--- src/rtl/pld_cell_pkg.sv ---
package pld_cell_pkg;

  typedef enum logic [1:0] {
    GM_LEGACY = 2'b00,
    GM_REG    = 2'b01,
    GM_SIMPLE = 2'b10,
    GM_CPLX   = 2'b11
  } gmode_e;

  typedef enum logic [1:0] {
    CK_REG = 2'd0,   // clocked output
    CK_IO  = 2'd1,   // combinatorial I/O, term-driven enable
    CK_OUT = 2'd2,   // always-driven combinatorial output
    CK_IN  = 2'd3    // dedicated input, driver off
  } cell_kind_e;

  // Map global mode plus per-cell architecture bit to a cell kind.
  function automatic cell_kind_e decode_kind(input gmode_e gm, input logic alt);
    cell_kind_e k;
    case (gm)
      GM_REG:  k = alt ? CK_IO : CK_REG;
      GM_CPLX: k = CK_IO;
      default: k = alt ? CK_IN : CK_OUT;
    endcase
    return k;
  endfunction

  // Programmable polarity: pos=1 passes the sum, pos=0 inverts it.
  function automatic logic apply_pol(input logic sum, input logic pos);
    return pos ? sum : ~sum;
  endfunction

  // Register input chosen so that the inverted register pin equals
  // the polarity-adjusted sum.
  function automatic logic reg_d(input logic sum, input logic pos);
    return ~apply_pol(sum, pos);
  endfunction

endpackage

--- src/rtl/pld_term_sum.sv ---
module pld_term_sum #(
  parameter int NTERM = 8
) (
  input  logic [NTERM-1:0] pterm,
  output logic             sum_all,
  output logic             sum_rest,
  output logic             en_term
);
  localparam int EN_IDX = 0;

  logic [NTERM-1:0] chain_all;
  logic [NTERM-1:0] chain_rest;

  generate
    for (genvar g = 0; g < NTERM; g++) begin : g_or
      if (g == 0) begin : g_first
        assign chain_all[g]  = pterm[g];
        assign chain_rest[g] = 1'b0;
      end else begin : g_next
        assign chain_all[g]  = chain_all[g-1] | pterm[g];
        assign chain_rest[g] = chain_rest[g-1] | pterm[g];
      end
    end
  endgenerate

  assign sum_all  = chain_all[NTERM-1];
  assign sum_rest = chain_rest[NTERM-1];
  assign en_term  = pterm[EN_IDX];
endmodule

--- src/rtl/pld_cell_reg.sv ---
module pld_cell_reg (
  input  logic clk,
  input  logic rst_n,
  input  logic load_en,
  input  logic load_val,
  input  logic cap_en,
  input  logic d,
  output logic q
);
  always_ff @(posedge clk or negedge rst_n) begin
    if (!rst_n)       q <= 1'b0;
    else if (load_en) q <= load_val;
    else if (cap_en)  q <= d;
  end
endmodule

--- src/rtl/pld_cell_route.sv ---
module pld_cell_route
  import pld_cell_pkg::*;
(
  input  cell_kind_e kind,
  input  logic       pos,
  input  logic       sum_all,
  input  logic       sum_rest,
  input  logic       en_term,
  input  logic       q,
  input  logic       reg_oe_n,
  input  logic       pin_in,
  output logic       pin_out,
  output logic       pin_oe,
  output logic       fb
);
  always_comb begin
    case (kind)
      CK_REG: begin
        pin_out = ~q;
        pin_oe  = ~reg_oe_n;
        fb      = q;
      end
      CK_IO: begin
        pin_out = apply_pol(sum_rest, pos);
        pin_oe  = en_term;
        fb      = pin_in;
      end
      CK_OUT: begin
        pin_out = apply_pol(sum_all, pos);
        pin_oe  = 1'b1;
        fb      = pin_in;
      end
      default: begin
        pin_out = apply_pol(sum_all, pos);
        pin_oe  = 1'b0;
        fb      = pin_in;
      end
    endcase
  end
endmodule

--- src/rtl/pld_out_cell.sv ---
module pld_out_cell
  import pld_cell_pkg::*;
#(
  parameter int NTERM = 8
) (
  input  logic             clk,
  input  logic             rst_n,
  input  logic [1:0]       gmode,
  input  logic             cell_alt,
  input  logic             cell_pos,
  input  logic [NTERM-1:0] pterm,
  input  logic             reg_oe_n,
  input  logic             preload_en,
  input  logic             preload_val,
  input  logic             pin_in,
  output logic             pin_out,
  output logic             pin_oe,
  output logic             fb
);
  // Named internal events for the checker
  cell_kind_e kind;
  logic       is_reg_cell;
  logic       sum_all, sum_rest, en_term;
  logic       d_next;
  logic       q_now;

  assign kind        = decode_kind(gmode_e'(gmode), cell_alt);
  assign is_reg_cell = (kind == CK_REG);
  assign d_next      = reg_d(sum_all, cell_pos);

  pld_term_sum #(.NTERM(NTERM)) u_sum (
    .pterm    (pterm),
    .sum_all  (sum_all),
    .sum_rest (sum_rest),
    .en_term  (en_term)
  );

  pld_cell_reg u_reg (
    .clk      (clk),
    .rst_n    (rst_n),
    .load_en  (preload_en),
    .load_val (preload_val),
    .cap_en   (is_reg_cell),
    .d        (d_next),
    .q        (q_now)
  );

  pld_cell_route u_route (
    .kind     (kind),
    .pos      (cell_pos),
    .sum_all  (sum_all),
    .sum_rest (sum_rest),
    .en_term  (en_term),
    .q        (q_now),
    .reg_oe_n (reg_oe_n),
    .pin_in   (pin_in),
    .pin_out  (pin_out),
    .pin_oe   (pin_oe),
    .fb       (fb)
  );
endmodule

--- config.mk ---
export PLATFORM = sky130hd
export DESIGN_NAME = pld_out_cell
export DESIGN_NICKNAME = d
export VERILOG_FILES = /design/src/rtl/pld_cell_pkg.sv /design/src/rtl/pld_term_sum.sv /design/src/rtl/pld_cell_reg.sv /design/src/rtl/pld_cell_route.sv /design/src/rtl/pld_out_cell.sv
export SDC_FILE = /design/constraint.sdc
export NUM_CORES = 1
export LEC_CHECK = 0
export BUFFER_PORTS_ARGS = -buffer_cell sky130_fd_sc_hd__buf_2
export CORE_AREA = 2 2 39 41
export DETAILED_ROUTE_END_ITERATION = 8
export DIE_AREA = 0 0 41 43
export PLACE_DENSITY = 0.51
export SYNTH_ARGS = -nofsm -noshare
export SYNTH_HDL_FRONTEND = slang
export SYNTH_SLANG_ARGS = --single-unit
--- constraint.sdc ---
create_clock -name clk -period 2.6 [get_ports clk]
set_input_delay 0.13 -clock clk [delete_from_list [all_inputs] [get_ports clk]]
set_output_delay 0.13 -clock clk [all_outputs]
set_load 0.05 [all_outputs]
* Word level (Yosys, flattened, before mapping)
Cells that the tools add are included.
Operators by class: bitwise gates (word level) 18, multiplexer cells 10, equality and inequality tests 4, reductions and logical operators 2
Operator list (number):
- 1-bit bitwise OR | 13
- 1-bit two-way mux | 7
- 1-bit inverter | 5
- 2-bit by 1-bit equality test with 1-bit output, second input constant | 2
- 2-bit equality test, second input constant | 2
- 2-bit case mux with 2 select lines | 1
- 1-bit case mux with 3 select lines | 1
- 2-bit logical NOT | 1
- 1-bit case mux with 2 select lines | 1
- 2-bit nonzero test | 1
Storage, ports and cells: input bits 18, output and inout bits 3, word-level logic and storage cells 35, flip-flop bits (word level) 1

* Logic depth before layout (Yosys ltp)
depth after elaboration 12, mapped depth 4, gate-level depth less buffers 4

* Modules after synthesis
Synthesis repeated with hierarchy kept, for this count alone.
Unflattened totals: cell total of the unflattened synthesis 23, area total of the unflattened synthesis 190.2 µm²
By module, submodules not included:
- pld_cell_route | cells an instance 10, seq. area each 0.0 µm², instances 1, area an instance 78.8 µm²
- pld_cell_reg | cells an instance 4, seq. area each 25.0 µm², instances 1, area an instance 43.8 µm²
- pld_term_sum | cells an instance 5, seq. area each 0.0 µm², instances 1, area an instance 35.0 µm²
- pld_out_cell | cells an instance 4, seq. area each 0.0 µm², instances 1, area an instance 32.5 µm²

* Least setup slack after synthesis
Ideal clock, no wire load.
kind input port to output port, start point input port pterm[2], end point output port pin_out, arrival time 2.272 ns, slack 0.198 ns, data required time 2.470 ns, stages 3, path buffers 0, path through or4_4 or4_4 a211oi_1
On the way: cells in the longest elaborated chain, start to end 9, elaborated cells on any way between the ends 17, those cells by class mux (3); bitwise (14)
Ends and longest elaborated chain:
- start: declaration | line pld_out_cell.sv:11 | input logic [NTERM-1:0] pterm,
- 1-bit bitwise OR (on tied branches) (6 in series) | line pld_term_sum.sv:20, pld_term_sum.sv:21
- 1-bit inverter | line pld_cell_pkg.sv:30 | return pos ? sum : ~sum;
- 1-bit two-way mux | line pld_cell_pkg.sv:30
- 1-bit case mux with 2 select lines * | line pld_cell_route.sv:17 | case (kind)
- end: declaration | line pld_out_cell.sv:16 | output logic pin_out,
Mark *: on every way between the ends. The rest lies on a longest branch, timed or not.

* Worst setup path in the final report
Same ends and word-level chain as after synthesis.

==> reports/metrics.yaml <==
cp.required_ps: 2470
pwr-share-clk: 0
period_share: 0.699
ioPinCount: 21
gp_congestion: 0.668
leakagePower_nw: 0.140
layout_min_cycle_time_ps: 1820
diodes: 0
clk_latency_ps: 0
drive_gt1_frac: 0.500
grt_pass1_vias: 220
slew_viol_final: 0
synth_xor_area_frac: 0
rsz0062_at_grt: "no"
crit_path_start_kind: "input pin"
grt_max_degree: 8
finish.net_count: 68
antenna_found_initial: 0
finalHoldViolCount: 0
synth_mux_area_frac: 0
combPwrFrac: 0.730
viasPerCell: 4.13
row_count: 14
p_int_uw: 37.0
fin_skew_ps: 0
hp-class: "in2reg"
power_density_nw_per_um2: 217
synth_fp_nets: 45
cp_data_arrival_time_ps: 1690
dp_slack_ps: 762
wirelength_um: 537
pwr-share-seq: 0.270
yosysWarnings: 0
top_regs: "u_reg.q: 1 flops"
drc: 0
num_vias: 264
dieArea_um2: 1760
synth.avg_cell_area_um2: 6.72
worst_slack_ps: 783
hpwl_um: 484
synthAdderAreaFrac: 0
drt_first_pass_iters: 2
design_area_um2: 312
drv_cap: 0
clk_pin_slew_ps: 0
ant_nets: 0
end_kind: "primary output"
synth_area_leaders: "dfrtp_1 (14%), or4_4 (12%), a21oi_1 (8.3%), o21ai_0 (8.3%), nand2_1 (8.3%)"
die_w_um: 41
core_area_um2: 1380
worst-r2r-setup-slack_ps: 1910
drt_iter0_markers: 1
ys_seq_elements: 1
status: "finished clean"
cts_setup_buffers: 0
postSynthCellCount: 27
ir_drop_mv: 0.0498
start_util: 0.131
crit_type: "in2out"
syn-cell-area_um2: 181
synth_top_family_by_area: "simple AND/OR/NAND/NOR gates"
grt_overflow: 0
relSlewSlack: 0.724
tns_ps: 0
worst_pin_slew_ps: 413
grt_pass1_wl_um: 800
fmaxAchievable_mhz: 550
globalRouteTotalUtil: 0.0581
io_buffers: 20
switchingPower_uw: 30.7
synth_cell_types: 17
largest_reg_flops: 1
synth.largest_area_cell: "dfrtp_1"
die_h_um: 43
regMostFlops: "u_reg.q"
switching_share: 0.453
wl_per_cell_um: 8.39
path_max_fanout: 4
synth_top_cell_area_share: 0.138
synth_compound_area_frac: 0.331
area_growth_pct: 71.7
holdWs_ps: 389
yosys.area_share.simple: 0.510
setup_violations: 0
seq_area_frac_synth: 0.138
postPlaceCellArea_um2: 302
==> synth_stat cells <==
cell	number
o21ai_0	3
o21a_1	1
a21oi_1	3
nor2_1	3
inv_1	1
or3_2	1
o31ai_1	1
o211ai_1	1
nor2b_1	1
nand2_1	4
or4_4	2
or4_1	1
nor3_2	1
nor3b_1	1
nand3_1	1
a211oi_1	1
dfrtp_1	1
==> placed cells by master, fill, tap and decap left out <==
cell type / synthesis / final
dlygate4sd3_1: 0 / 1
inv_1: 1 / 1
nand2_1: 4 / 4
o211ai_1: 1 / 1
dfrtp_1: 1 / 1
nand3_1: 1 / 1
o21a_1: 1 / 1
nor3_2: 1 / 1
nor2b_1: 1 / 1
or4_4: 2 / 2
o31ai_1: 1 / 1
or3_2: 1 / 1
or4_1: 1 / 1
o21ai_0: 3 / 3
nor2_1: 3 / 3
nor3b_1: 1 / 1
a211oi_1: 1 / 1
buf_2: 0 / 20
a21oi_1: 3 / 3
==> worst max-delay path, cell delays in order <==
cell      delay [ps]
buf_2             90
or4_4            530
or4_4            440
a211oi_1         200
buf_2            290
==> path summary, 6_finish.rpt <==
| path | start | cells after the start | end |
|---|---|---|---|
| setup / recovery | pterm[2] | 5 | pin_out |
| hold / removal | preload_val | 3 | u_reg.q |
| setup reg to reg | u_reg.q | 2 | u_reg.q |
| hold reg to reg | u_reg.q | 2 | u_reg.q |
| max in group asynchronous | rst_n | 2 | u_reg.q |
| min in group asynchronous | rst_n | 2 | u_reg.q |
==> cells by family (layout without fill, tap and decap cells) <==
kind of cell | after synthesis | in the layout
simple gates | 15 | 15
compound gates | 10 | 10
flops | 1 | 1
buf+inv | 1 | 22
==> layer usage <==
| layer | track usage | wire length [um] | vias to the layer above |
|---|---|---|---|
| met2 | 0.0938 | 206 | 16 |
| met5 | 0 | 0 | - |
| met4 | 0 | 0 | 0 |
| met3 | 0 | 57 | 0 |
| li1 | - | - | 147 |
| met1 | 0.0895 | 273 | 101 |
==> cell type report <==
type,instances,area [um^2]
Sequential cell,1,25.0
Tap cell,16,20.0
Inverter,1,3.75
Fill cell,163,1070
Multi-Input combinational cell,25,153
Timing Repair Buffer,21,110
==> what timing repair did <==
| item | CTS | global route |
|---|---|---|
| gates resized for setup | 0 | 0 |
| hold endpoints to repair | 1 | 0 |
| hold buffers | 1 | 0 |
==> per-stage QoR <==
stage	power [mW]	std cells	util
3_3_place_gp	0.0668	63	0.218
6_report	0.0677	64	0.225
2_1_floorplan	0.0451	27	-
5_1_grt	0.0721	64	0.225
3_5_place_dp	0.0672	63	0.218
4_1_cts	0.0685	64	0.225
==> power groups by stage <==
| stage | logic [mW] | clock network [mW] | registers (mW) |
|---|---|---|---|
| 6_report | 0.0494 | 0 | 0.0183 |
| 5_1_grt | 0.0538 | 0 | 0.0183 |
| 4_1_cts | 0.0501 | 0 | 0.0184 |
| 3_5_place_dp | 0.0488 | 0 | 0.0184 |
| 3_3_place_gp | 0.0485 | 0 | 0.0183 |
| 2_1_floorplan | 0.0271 | 0 | 0.0180 |
No activity file was read; power rests on OpenSTA's default activity.
